### config.mk
export PLATFORM = sky130hd
export DESIGN_NAME = sram_ctrl
export DESIGN_NICKNAME = d
export VERILOG_FILES = /design/src/rtl/sram_ctrl_pkg.sv /design/src/rtl/sram_ctrl_seq.sv /design/src/rtl/sram_ctrl_datapath.sv /design/src/rtl/sram_ctrl.sv
export SDC_FILE = /design/constraint.sdc
export NUM_CORES = 1
export LEC_CHECK = 0
export CAP_MARGIN = 20
export CORE_UTILIZATION = 40
export DETAILED_ROUTE_END_ITERATION = 10
export PLACE_DENSITY = 0.78
export SETUP_SLACK_MARGIN = 0.15
export SLEW_MARGIN = 5
export SYNTH_ARGS = -nofsm -noshare
export SYNTH_HDL_FRONTEND = slang
export SYNTH_SLANG_ARGS = --single-unit
### constraint.sdc
create_clock -name clk -period 1.6 [get_ports clk]
set_input_delay 0.24 -clock clk [delete_from_list [all_inputs] [get_ports clk]]
set_output_delay 0.24 -clock clk [all_outputs]
set_load 0.01 [all_outputs]
### src/rtl/sram_ctrl_pkg.sv
package sram_ctrl_pkg;

    typedef enum logic [2:0] {
        PH_IDLE,
        PH_RD_ACC,
        PH_RD_TURN,
        PH_WR_SETUP,
        PH_WR_PULSE,
        PH_WR_HOLD
    } phase_e;

    typedef struct packed {
        logic ce_n;
        logic oe_n;
        logic we_n;
        logic dout_en;
    } strobes_t;

    localparam strobes_t STROBES_OFF = '{ce_n: 1'b1, oe_n: 1'b1, we_n: 1'b1, dout_en: 1'b0};

    // ceiling division of a time by the clock period, never below one cycle
    function automatic int cycles_for(input int t_ps, input int period_ps);
        int c;
        c = (t_ps + period_ps - 1) / period_ps;
        return (c < 1) ? 1 : c;
    endfunction

    function automatic int max3(input int a, input int b, input int c);
        int m;
        m = (a > b) ? a : b;
        return (m > c) ? m : c;
    endfunction

    // strobe levels for each phase of an access
    function automatic strobes_t strobes_for(input phase_e p);
        strobes_t s;
        s = STROBES_OFF;
        case (p)
            PH_RD_ACC:   begin s.ce_n = 1'b0; s.oe_n = 1'b0; end
            PH_WR_SETUP: begin s.ce_n = 1'b0; end
            PH_WR_PULSE: begin s.ce_n = 1'b0; s.we_n = 1'b0; s.dout_en = 1'b1; end
            PH_WR_HOLD:  begin s.ce_n = 1'b0; s.dout_en = 1'b1; end
            default:     s = STROBES_OFF;
        endcase
        return s;
    endfunction

endpackage

### src/rtl/sram_ctrl_seq.sv
module sram_ctrl_seq
    import sram_ctrl_pkg::*;
#(
    parameter int RD_CYC   = 1,
    parameter int TURN_CYC = 1,
    parameter int SU_CYC   = 1,
    parameter int PW_CYC   = 1,
    parameter int HOLD_CYC = 1
) (
    input  logic     clk,
    input  logic     rst,
    input  logic     req,
    input  logic     req_we,
    output logic     accept,
    output logic     capture,
    output logic     done,
    output strobes_t strb
);

    localparam int MAX_A = (RD_CYC > TURN_CYC) ? RD_CYC : TURN_CYC;
    localparam int MAX_B = max3(SU_CYC, PW_CYC, HOLD_CYC);
    localparam int MAX_C = (MAX_A > MAX_B) ? MAX_A : MAX_B;
    localparam int CNT_W = $clog2(MAX_C + 1);

    localparam logic [CNT_W-1:0] C_RD   = CNT_W'(RD_CYC);
    localparam logic [CNT_W-1:0] C_TURN = CNT_W'(TURN_CYC);
    localparam logic [CNT_W-1:0] C_SU   = CNT_W'(SU_CYC);
    localparam logic [CNT_W-1:0] C_PW   = CNT_W'(PW_CYC);
    localparam logic [CNT_W-1:0] C_HOLD = CNT_W'(HOLD_CYC);
    localparam logic [CNT_W-1:0] C_ONE  = CNT_W'(1);

    phase_e           phase_q, phase_d;
    logic [CNT_W-1:0] cnt_q, cnt_d;
    logic             done_d;
    logic             last;

    assign last = (cnt_q == C_ONE);

    always_comb begin
        phase_d = phase_q;
        cnt_d   = cnt_q;
        accept  = 1'b0;
        capture = 1'b0;
        done_d  = 1'b0;
        case (phase_q)
            PH_IDLE: begin
                if (req) begin
                    accept  = 1'b1;
                    phase_d = req_we ? PH_WR_SETUP : PH_RD_ACC;
                    cnt_d   = req_we ? C_SU : C_RD;
                end
            end
            PH_RD_ACC: begin
                if (last) begin
                    capture = 1'b1;
                    done_d  = 1'b1;
                    phase_d = PH_RD_TURN;
                    cnt_d   = C_TURN;
                end else begin
                    cnt_d = cnt_q - C_ONE;
                end
            end
            PH_RD_TURN: begin
                if (last) phase_d = PH_IDLE;
                else      cnt_d   = cnt_q - C_ONE;
            end
            PH_WR_SETUP: begin
                if (last) begin
                    phase_d = PH_WR_PULSE;
                    cnt_d   = C_PW;
                end else begin
                    cnt_d = cnt_q - C_ONE;
                end
            end
            PH_WR_PULSE: begin
                if (last) begin
                    phase_d = PH_WR_HOLD;
                    cnt_d   = C_HOLD;
                end else begin
                    cnt_d = cnt_q - C_ONE;
                end
            end
            PH_WR_HOLD: begin
                if (last) begin
                    phase_d = PH_IDLE;
                    done_d  = 1'b1;
                end else begin
                    cnt_d = cnt_q - C_ONE;
                end
            end
            default: phase_d = PH_IDLE;
        endcase
    end

    always_ff @(posedge clk) begin
        if (rst) begin
            phase_q <= PH_IDLE;
            cnt_q   <= '0;
            strb    <= STROBES_OFF;
            done    <= 1'b0;
        end else begin
            phase_q <= phase_d;
            cnt_q   <= cnt_d;
            strb    <= strobes_for(phase_d);
            done    <= done_d;
        end
    end

    // a busy controller takes nothing
    assert_accept_idle_R8: assert property (@(posedge clk) disable iff (rst)
        accept |-> (phase_q == PH_IDLE));

    // capture happens only while the read strobes are active
    assert_capture_in_read_R5: assert property (@(posedge clk) disable iff (rst)
        capture |-> (!strb.ce_n && !strb.oe_n && strb.we_n));

endmodule

### src/rtl/sram_ctrl_datapath.sv
module sram_ctrl_datapath #(
    parameter int ADDR_W = 20,
    parameter int DATA_W = 4
) (
    input  logic              clk,
    input  logic              rst,
    input  logic              accept,
    input  logic              capture,
    input  logic [ADDR_W-1:0] req_addr,
    input  logic [DATA_W-1:0] req_wdata,
    input  logic [DATA_W-1:0] ram_din,
    output logic [ADDR_W-1:0] ram_addr,
    output logic [DATA_W-1:0] ram_dout,
    output logic [DATA_W-1:0] rd_data
);

    always_ff @(posedge clk) begin
        if (rst) begin
            ram_addr <= '0;
            ram_dout <= '0;
            rd_data  <= '0;
        end else begin
            if (accept) begin
                ram_addr <= req_addr;
                ram_dout <= req_wdata;
            end
            if (capture) begin
                rd_data <= ram_din;
            end
        end
    end

endmodule

### src/rtl/sram_ctrl.sv
module sram_ctrl
    import sram_ctrl_pkg::*;
#(
    parameter int ADDR_W        = 20,
    parameter int DATA_W        = 4,
    parameter int CLK_PERIOD_PS = 10000,
    parameter int T_ADDR_ACC_PS = 10000,
    parameter int T_OE_ACC_PS   = 4000,
    parameter int T_RD_CYC_PS   = 10000,
    parameter int T_WR_CYC_PS   = 10000,
    parameter int T_WE_PW_PS    = 7000,
    parameter int T_ADDR_END_PS = 7000,
    parameter int T_DATA_SU_PS  = 5000,
    parameter int T_ADDR_SU_PS  = 0,
    parameter int T_RELEASE_PS  = 5000
) (
    input  logic              clk,
    input  logic              rst,
    input  logic              req,
    input  logic              req_we,
    input  logic [ADDR_W-1:0] req_addr,
    input  logic [DATA_W-1:0] req_wdata,
    output logic [DATA_W-1:0] rd_data,
    output logic              done,
    output logic [ADDR_W-1:0] ram_addr,
    output logic              ram_ce_n,
    output logic              ram_oe_n,
    output logic              ram_we_n,
    output logic [DATA_W-1:0] ram_dout,
    input  logic [DATA_W-1:0] ram_din,
    output logic              ram_dout_en
);

    // every phase length is a ceiling division, minimum one cycle
    localparam int RD_CYC   = max3(cycles_for(T_ADDR_ACC_PS, CLK_PERIOD_PS),
                                   cycles_for(T_OE_ACC_PS,   CLK_PERIOD_PS),
                                   cycles_for(T_RD_CYC_PS,   CLK_PERIOD_PS));
    localparam int TURN_CYC = cycles_for(T_RELEASE_PS, CLK_PERIOD_PS);
    localparam int SU_CYC   = cycles_for(T_ADDR_SU_PS, CLK_PERIOD_PS);
    localparam int PW_CYC   = max3(cycles_for(T_WE_PW_PS,    CLK_PERIOD_PS),
                                   cycles_for(T_ADDR_END_PS, CLK_PERIOD_PS),
                                   cycles_for(T_DATA_SU_PS,  CLK_PERIOD_PS));
    localparam int WC_CYC   = cycles_for(T_WR_CYC_PS, CLK_PERIOD_PS);
    localparam int HOLD_CYC = (WC_CYC > SU_CYC + PW_CYC) ? (WC_CYC - SU_CYC - PW_CYC) : 1;

    logic     accept;
    logic     capture;
    strobes_t strb;

    sram_ctrl_seq #(
        .RD_CYC   (RD_CYC),
        .TURN_CYC (TURN_CYC),
        .SU_CYC   (SU_CYC),
        .PW_CYC   (PW_CYC),
        .HOLD_CYC (HOLD_CYC)
    ) seq_i (
        .clk     (clk),
        .rst     (rst),
        .req     (req),
        .req_we  (req_we),
        .accept  (accept),
        .capture (capture),
        .done    (done),
        .strb    (strb)
    );

    sram_ctrl_datapath #(
        .ADDR_W (ADDR_W),
        .DATA_W (DATA_W)
    ) dp_i (
        .clk       (clk),
        .rst       (rst),
        .accept    (accept),
        .capture   (capture),
        .req_addr  (req_addr),
        .req_wdata (req_wdata),
        .ram_din   (ram_din),
        .ram_addr  (ram_addr),
        .ram_dout  (ram_dout),
        .rd_data   (rd_data)
    );

    assign ram_ce_n    = strb.ce_n;
    assign ram_oe_n    = strb.oe_n;
    assign ram_we_n    = strb.we_n;
    assign ram_dout_en = strb.dout_en;

    assert_idle_after_reset_R1: assert property (@(posedge clk) disable iff (rst)
        $fell(rst) |-> (ram_ce_n && ram_oe_n && ram_we_n && !ram_dout_en && !done));

    assert_we_needs_ce_R2: assert property (@(posedge clk) disable iff (rst)
        !ram_we_n |-> !ram_ce_n);

    assert_oe_high_in_write_R3: assert property (@(posedge clk) disable iff (rst)
        !ram_we_n |-> (ram_oe_n && ram_dout_en));

    assert_read_strobes_R4: assert property (@(posedge clk) disable iff (rst)
        !ram_oe_n |-> (ram_we_n && !ram_ce_n));

    assert_done_single_R7: assert property (@(posedge clk) disable iff (rst)
        done |=> !done);

    assert_addr_stable_R8: assert property (@(posedge clk) disable iff (rst)
        (!ram_ce_n && $past(!ram_ce_n)) |-> $stable(ram_addr));

    assert_wdata_stable_R8: assert property (@(posedge clk) disable iff (rst)
        (ram_dout_en && $past(ram_dout_en)) |-> $stable(ram_dout));

    assert_no_contention_R9: assert property (@(posedge clk) disable iff (rst)
        !(ram_dout_en && !ram_oe_n));

endmodule

==> reports/results.ini, run 1 <==
[clock_network]
cts.clk_slew.worst_paths_ns=0.10
postCtsSetupRepairBufs=0
numCtsBuffers=5
cts_root_buffer=clkbuf_4
cts_tree=yes
clk_latency_ns=0.33
clk_path_buf_depth=2
htree_levels=2
cts_sinks=37

[placed_design]
io_buffers=64
dp_hpwl_um=2410
dpl_cell_area_sq_um=2110
place_congestion=0.728

[floorplan]
io_pins=65
die-area_sq_um=3690
start_util_pct=43.8
die_y_um=60.7
core-area_sq_um=3150
die_w_um=60.7
num_rows=20

[power]
clockPowerShare_pct=30.5
p_int_mw=1.61
p_per_area_nw_per_um2=998
power.leakage_nw=0.968
power.total_mw=2.17
ir_drop_uv=701
p_seq_share_pct=48.6
p_sw_uw=556
switching_share_pct=25.6
comb_power_share_pct=21.0

[timing]
period_needed_ns=1.40
finalHoldViolations=0
rsz0062_at_grt=true
tns_ns=0
tightest_slew_ns=0.444
finClkSkew_ns=0.00569
setup_viol=0
relSlewSlack_pct=70.3
drv_slew=0
clock.fmax_mhz=715
period_share_pct=87.5

[global_routing]
grt_use_met2_pct=34.5
antenna_found_initial=0
grt_use_met1_pct=21.7
busiest_layer=met2
grt_pass1_vias=1255
grt_max_degree=25
grt_pass1_wl_um=5360
grt_use_met3_pct=9.81
grtUsageTotal_pct=20.3
grt-ovfl-total=0

[outcome]
status=finished clean

[finish]
finalNetCount=274
area_growth_pct=57.5
fin_area_sq_um=2170
antenna_cells=0
nFillCells=285
drive_above_1_share_pct=9.88

[critical_path]
r2r-end=seq_i.strb[2]$_SDFF_PP1_
critPathRequiredTime_ns=1.82
cp_max_fo=10
reg2regPathDepth=4
start_kind=flip-flop
reg2reg_from=seq_i.phase_q[2]$_SDFF_PP0_
worstPathArrival_ns=1.62
crit_type=flip-flop to flip-flop
end_kind=flip-flop
reg2reg_slack_ns=0.20

[routing]
drc_errors=0
vias_per_cell=4.74
drt_wl_total_um=3370
ant_nets=0
dr.pass1.iters=4
vias=1361
wire_per_inst_um=11.8
drt_iter0_drc=79

[yosys]
synth_area_leaders=dfxtp_1 54%, nand2_1 15%, a21oi_1 12%, nor2_1 3.0%, clkbuf_1 1.6%
yosysWarnings=0
netlist_instances=173
post_synth.cell_area_avg_sq_um=7.98
synth_edf_count=0
synth_fp_nets=205
yosys-top-cells-count=54 x nand2_1, 37 x dfxtp_1, 33 x a21oi_1, 11 x nor2_1, 6 x clkbuf_1
synth_ff_type=dfxtp_1
synth.most_common_cell=nand2_1
ys_types=27
synth.cell_area_sq_um=1380
ys_ff_latch=37
synth_seq_area_share_pct=53.7
synth_top_area_share_pct=53.7
synth_async_sr_flop_share_pct=0
synth_top_area_cell=dfxtp_1

[run]
cap_violations=0

[hold_path]
hp-start=req_addr[12]
hold_end=dp_i.ram_addr[12]$_SDFFE_PP0P_
worstHoldPathType=input port to flip-flop
min_delay_path_depth=3

-- metal layers --
metal,vias up,share of wire [%]
met5,-,0
met2,50,47
met4,0,1.5
met1,602,43
li1,705,-
met3,4,8.8
-- layout by cell type (no fill, tap or decap), types with 2 or more instances in the layout --
cell	n
dfxtp_1	34
clkdlybuf4s50_1	31
dlymetal6s2s_1	4
dlygate4sd2_1	29
nand2_1	54
a21oi_1	33
clkbuf_4	5
nor3b_1	2
buf_4	11
dfxtp_2	3
o21ai_0	4
nand2b_1	2
nor2_1	11
-- timing repair --
item,4_1_cts,5_1_grt
setup endpoints to repair,30,29
pin swaps,0,0
hold buffers,0,0
gates resized for setup,31,6
-- sequential cells by signal, summed over array words and instances, names as in the netlist --
signal	flops
seq_i.done	1
seq_i.cnt_q	1
dp_i.ram_addr	20
dp_i.ram_dout	4
dp_i.rd_data	4
seq_i.phase_q	3
seq_i.strb	4
-- worst max-delay path, cell delays in order (launching register included) --
cell	delay (ns)
dfxtp_2	0.39
buf_4	0.16
nor3b_1	0.18
a21oi_1	0.08
or4_1	0.49
-- layout make-up --
cell class                      count  area, sq um  share of cell area, %
Clock buffer                        7         55.1                   2.53
Clock inverter                      1         30.0                   1.38
Multi-Input combinational cell    122          572                   26.3
Sequential cell                    37          744                   34.3
Tap cell                           44         55.1                   2.53
Timing Repair Buffer               76          717                   33.0
-- worst max path at each step --
stage                           startpoint                             to  slack, ns  cells past startpoint
6_report       seq_i.phase_q[2]$_SDFF_PP0_       seq_i.strb[2]$_SDFF_PP1_       0.20                      4
5_1_grt        seq_i.phase_q[1]$_SDFF_PP0_  dp_i.ram_addr[7]$_SDFFE_PP0P_       0.15                      5
4_1_cts              seq_i.done$_SDFF_PP0_                           done       0.15                      1
3_5_place_dp                           req       seq_i.strb[2]$_SDFF_PP1_      -0.09                      5
3_3_place_gp                           req       seq_i.strb[2]$_SDFF_PP1_      -0.05                      5
2_1_floorplan  seq_i.phase_q[2]$_SDFF_PP0_       seq_i.strb[2]$_SDFF_PP1_       0.26                      5
-- kinds of logic after synthesis --
kind of cell | share of synthesized area, %
AND/OR/NAND/NOR | 23.8
AO/OA/AOI/OAI | 16.6
flip-flops | 53.7
buffers and inverters | 5.26
XOR/XNOR | 0.635
-- power by group through the flow --
stage	clock network, mW	logic (mW)	registers [mW]
3_3_place_gp	0	0.491	1.07
3_5_place_dp	0	0.497	1.08
5_1_grt	0.737	0.505	1.07
2_1_floorplan	0	0.212	1.08
4_1_cts	0.686	0.460	1.05
6_report	0.661	0.455	1.05
-- per-stage QoR --
stage	util, %	hold slack (ns)	worst slack (ns)	std cells
floorplan	-	0.376	0.261	173
global placement	66.8	0.441	-0.0486	279
detailed placement	66.8	0.446	-0.0918	279
CTS	68.4	0.425	0.152	287
global route	68.9	0.417	0.150	287
finish	68.9	0.441	0.201	287
No activity file was read; power rests on OpenSTA's default activity.
==> run 2, diff against run 1 <==
CORE_UTILIZATION = 55   (was 40)
DONT_BUFFER_PORTS = 1   (was not set)
HOLD_SLACK_MARGIN = 0.1   (was not set)
PLACE_DENSITY = 0.7   (was 0.78)
==> run 2 against run 1 <==
Net effect:
- clock power up 1%
- fmax down 2.3%
- register-to-register slack worse by 0.03 ns
- final cell count down 20%
- hold slack worse by 0.27 ns
- global-route usage up 4.3 points
- flip-flop and latch count unchanged
- combinational power down 32%
- clock skew up 0.0024 ns
- die area down 26%
- critical endpoint unchanged
- highest routed layer unchanged
- routed wire length down 6.3%
- setup slack worse by 0.033 ns
==> reports/results.ini, run 2 (synthesized netlist as in run 1, its figures left out) <==
[finish]
utilization_pct=78.8
multi_input_area_sq_um=569
regMostFlops=dp_i.ram_addr
fin_area_sq_um=1810
antenna_cells=0
final_cell_mix=54 x nand2_1, 33 x a21oi_1, 33 x dfxtp_1, 30 x dlygate4sd3_1, 11 x nor2_1
drive_above_1_share_pct=8.96
largest_register_ffs=20
final_common_cell=nand2_1
seqCellArea_sq_um=748
nFillCells=164
finalNetCount=232
stdcell_count=229
area_growth_pct=31.1

[critical_path]
cp_slowest_cell=or4_1
crit_path_end=seq_i.strb[2]$_SDFF_PP1_
cp_num_buf_inv=1
cp.depth=4
r2r-end=seq_i.strb[2]$_SDFF_PP1_
reg2regPathDepth=4
crit_type=flip-flop to flip-flop
end_kind=flip-flop
worstPathArrival_ns=1.65
cp_max_fo=12
reg2reg_slack_ns=0.17
path_cells=buf_4 -> nor3b_1 -> a21oi_1 -> or4_1
start_kind=flip-flop
max_stage_delay_ns=0.49
critPathRequiredTime_ns=1.81
startpoint=seq_i.phase_q[2]$_SDFF_PP0_
crit_family=simple AND/OR/NAND/NOR gates
reg2reg_from=seq_i.phase_q[2]$_SDFF_PP0_

[floorplan]
die-area_sq_um=2710
die_y_um=52.1
die_w_um=52.1
io_pins=65
core-area_sq_um=2300
start_util_pct=60.1
num_rows=17

[timing]
drv_slew=0
layout_setup_ws_ns=0.167
period_share_pct=89.5
finClkSkew_ns=0.00806
clock.fmax_mhz=698
relSlewSlack_pct=82.0
finalHoldViolations=0
holdWs_ns=0.170
setup_viol=0
tns_ns=0
period_needed_ns=1.43
rsz0062_at_grt=true
tightest_slew_ns=0.269

[global_routing]
grt_pass1_vias=1152
grt_use_met3_pct=9.65
grt_use_met2_pct=43.4
grtUsageTotal_pct=24.5
grt_pass1_wl_um=4680
grt_max_degree=38
busiest_layer=met2
grt-ovfl-total=0
antenna_found_initial=0
grt_use_met1_pct=23.7

[routing]
drc_errors=0
vias_per_cell=5.45
ant_nets=0
drt_wl_total_um=3160
vias=1247
dr.pass1.iters=4
wire_per_inst_um=13.8
drt_iter0_drc=13

[clock_network]
cts_sinks=37
clk_path_buf_depth=2
htree_levels=2
cts_tree=yes
numCtsBuffers=5
cts.clk_slew.worst_paths_ns=0.11
clk_latency_ns=0.33
cts_root_buffer=clkbuf_4
postCtsSetupRepairBufs=0

[placed_design]
place_congestion=0.798
io_buffers=0
dp_hpwl_um=1820
place_inst=190
dpl_cell_area_sq_um=1380
pre_cts_slack_ns=0.138

[power]
power.leakage_nw=0.677
ir_drop_uv=1120
power.total_mw=2.08
p_per_area_nw_per_um2=1150

[outcome]
status=finished clean

[hold_path]
worstHoldPathType=input port to flip-flop

[run]
cap_violations=0

run 2: cell types whose count changed in the layout (fill, tap and decap cells not counted), moves of 2 or more:
cell             delta
buf_12              +2
dlygate4sd2_1      -29
dlymetal6s2s_1      -4
clkdlybuf4s50_1    -31
dlygate4sd3_1      +30
buf_4              -10
run 2: report_power, final:
part           switching [mW]  internal, mW  leakage (nW)
Clock                   0.297         0.371        0.0445
Sequential              0.100         0.999         0.305
Combinational           0.152         0.158         0.328
Total                   0.549          1.53         0.677
run 2: how the worst min path moves through the flow:
stage / from / to / slack (ns) / depth (start not counted)
4_1_cts: rst / dp_i.ram_dout[2]$_SDFFE_PP0P_ / 0.15 / 2
6_report: rst / dp_i.ram_addr[1]$_SDFFE_PP0P_ / 0.17 / 2
3_5_place_dp: rst / dp_i.ram_dout[3]$_SDFFE_PP0P_ / 0.31 / 1
5_1_grt: rst / dp_i.ram_addr[13]$_SDFFE_PP0P_ / 0.14 / 2
2_1_floorplan: req_addr[0] / dp_i.ram_addr[0]$_SDFFE_PP0P_ / 0.38 / 2
3_3_place_gp: rst / dp_i.ram_addr[10]$_SDFFE_PP0P_ / 0.31 / 1
run 2: final cells by class:
type	count	share of cell area, %
sequential	37	41.4
multi-input combinational	122	31.5
timing repair buffer	34	20.3
clock buffer	6	2.84
clock inverter	2	2.07
tap	28	1.94
run 2: timing repair:
| action | 4_1_cts | 5_1_grt |
|---|---|---|
| cloned | 0 | 0 |
| hold endpoints to repair | 37 | 0 |
| pin swaps | 0 | 1 |
| resized for setup | 3 | 6 |
| hold buffers | 31 | 0 |
| endpoints found under the setup margin | 10 | 26 |
run 2: metal layers:
metal	share of wire, %	vias to the layer above
met3	8.6	9
met2	49	51
li1	-	628
met1	40	559
met4	2.0	0
met5	0	-
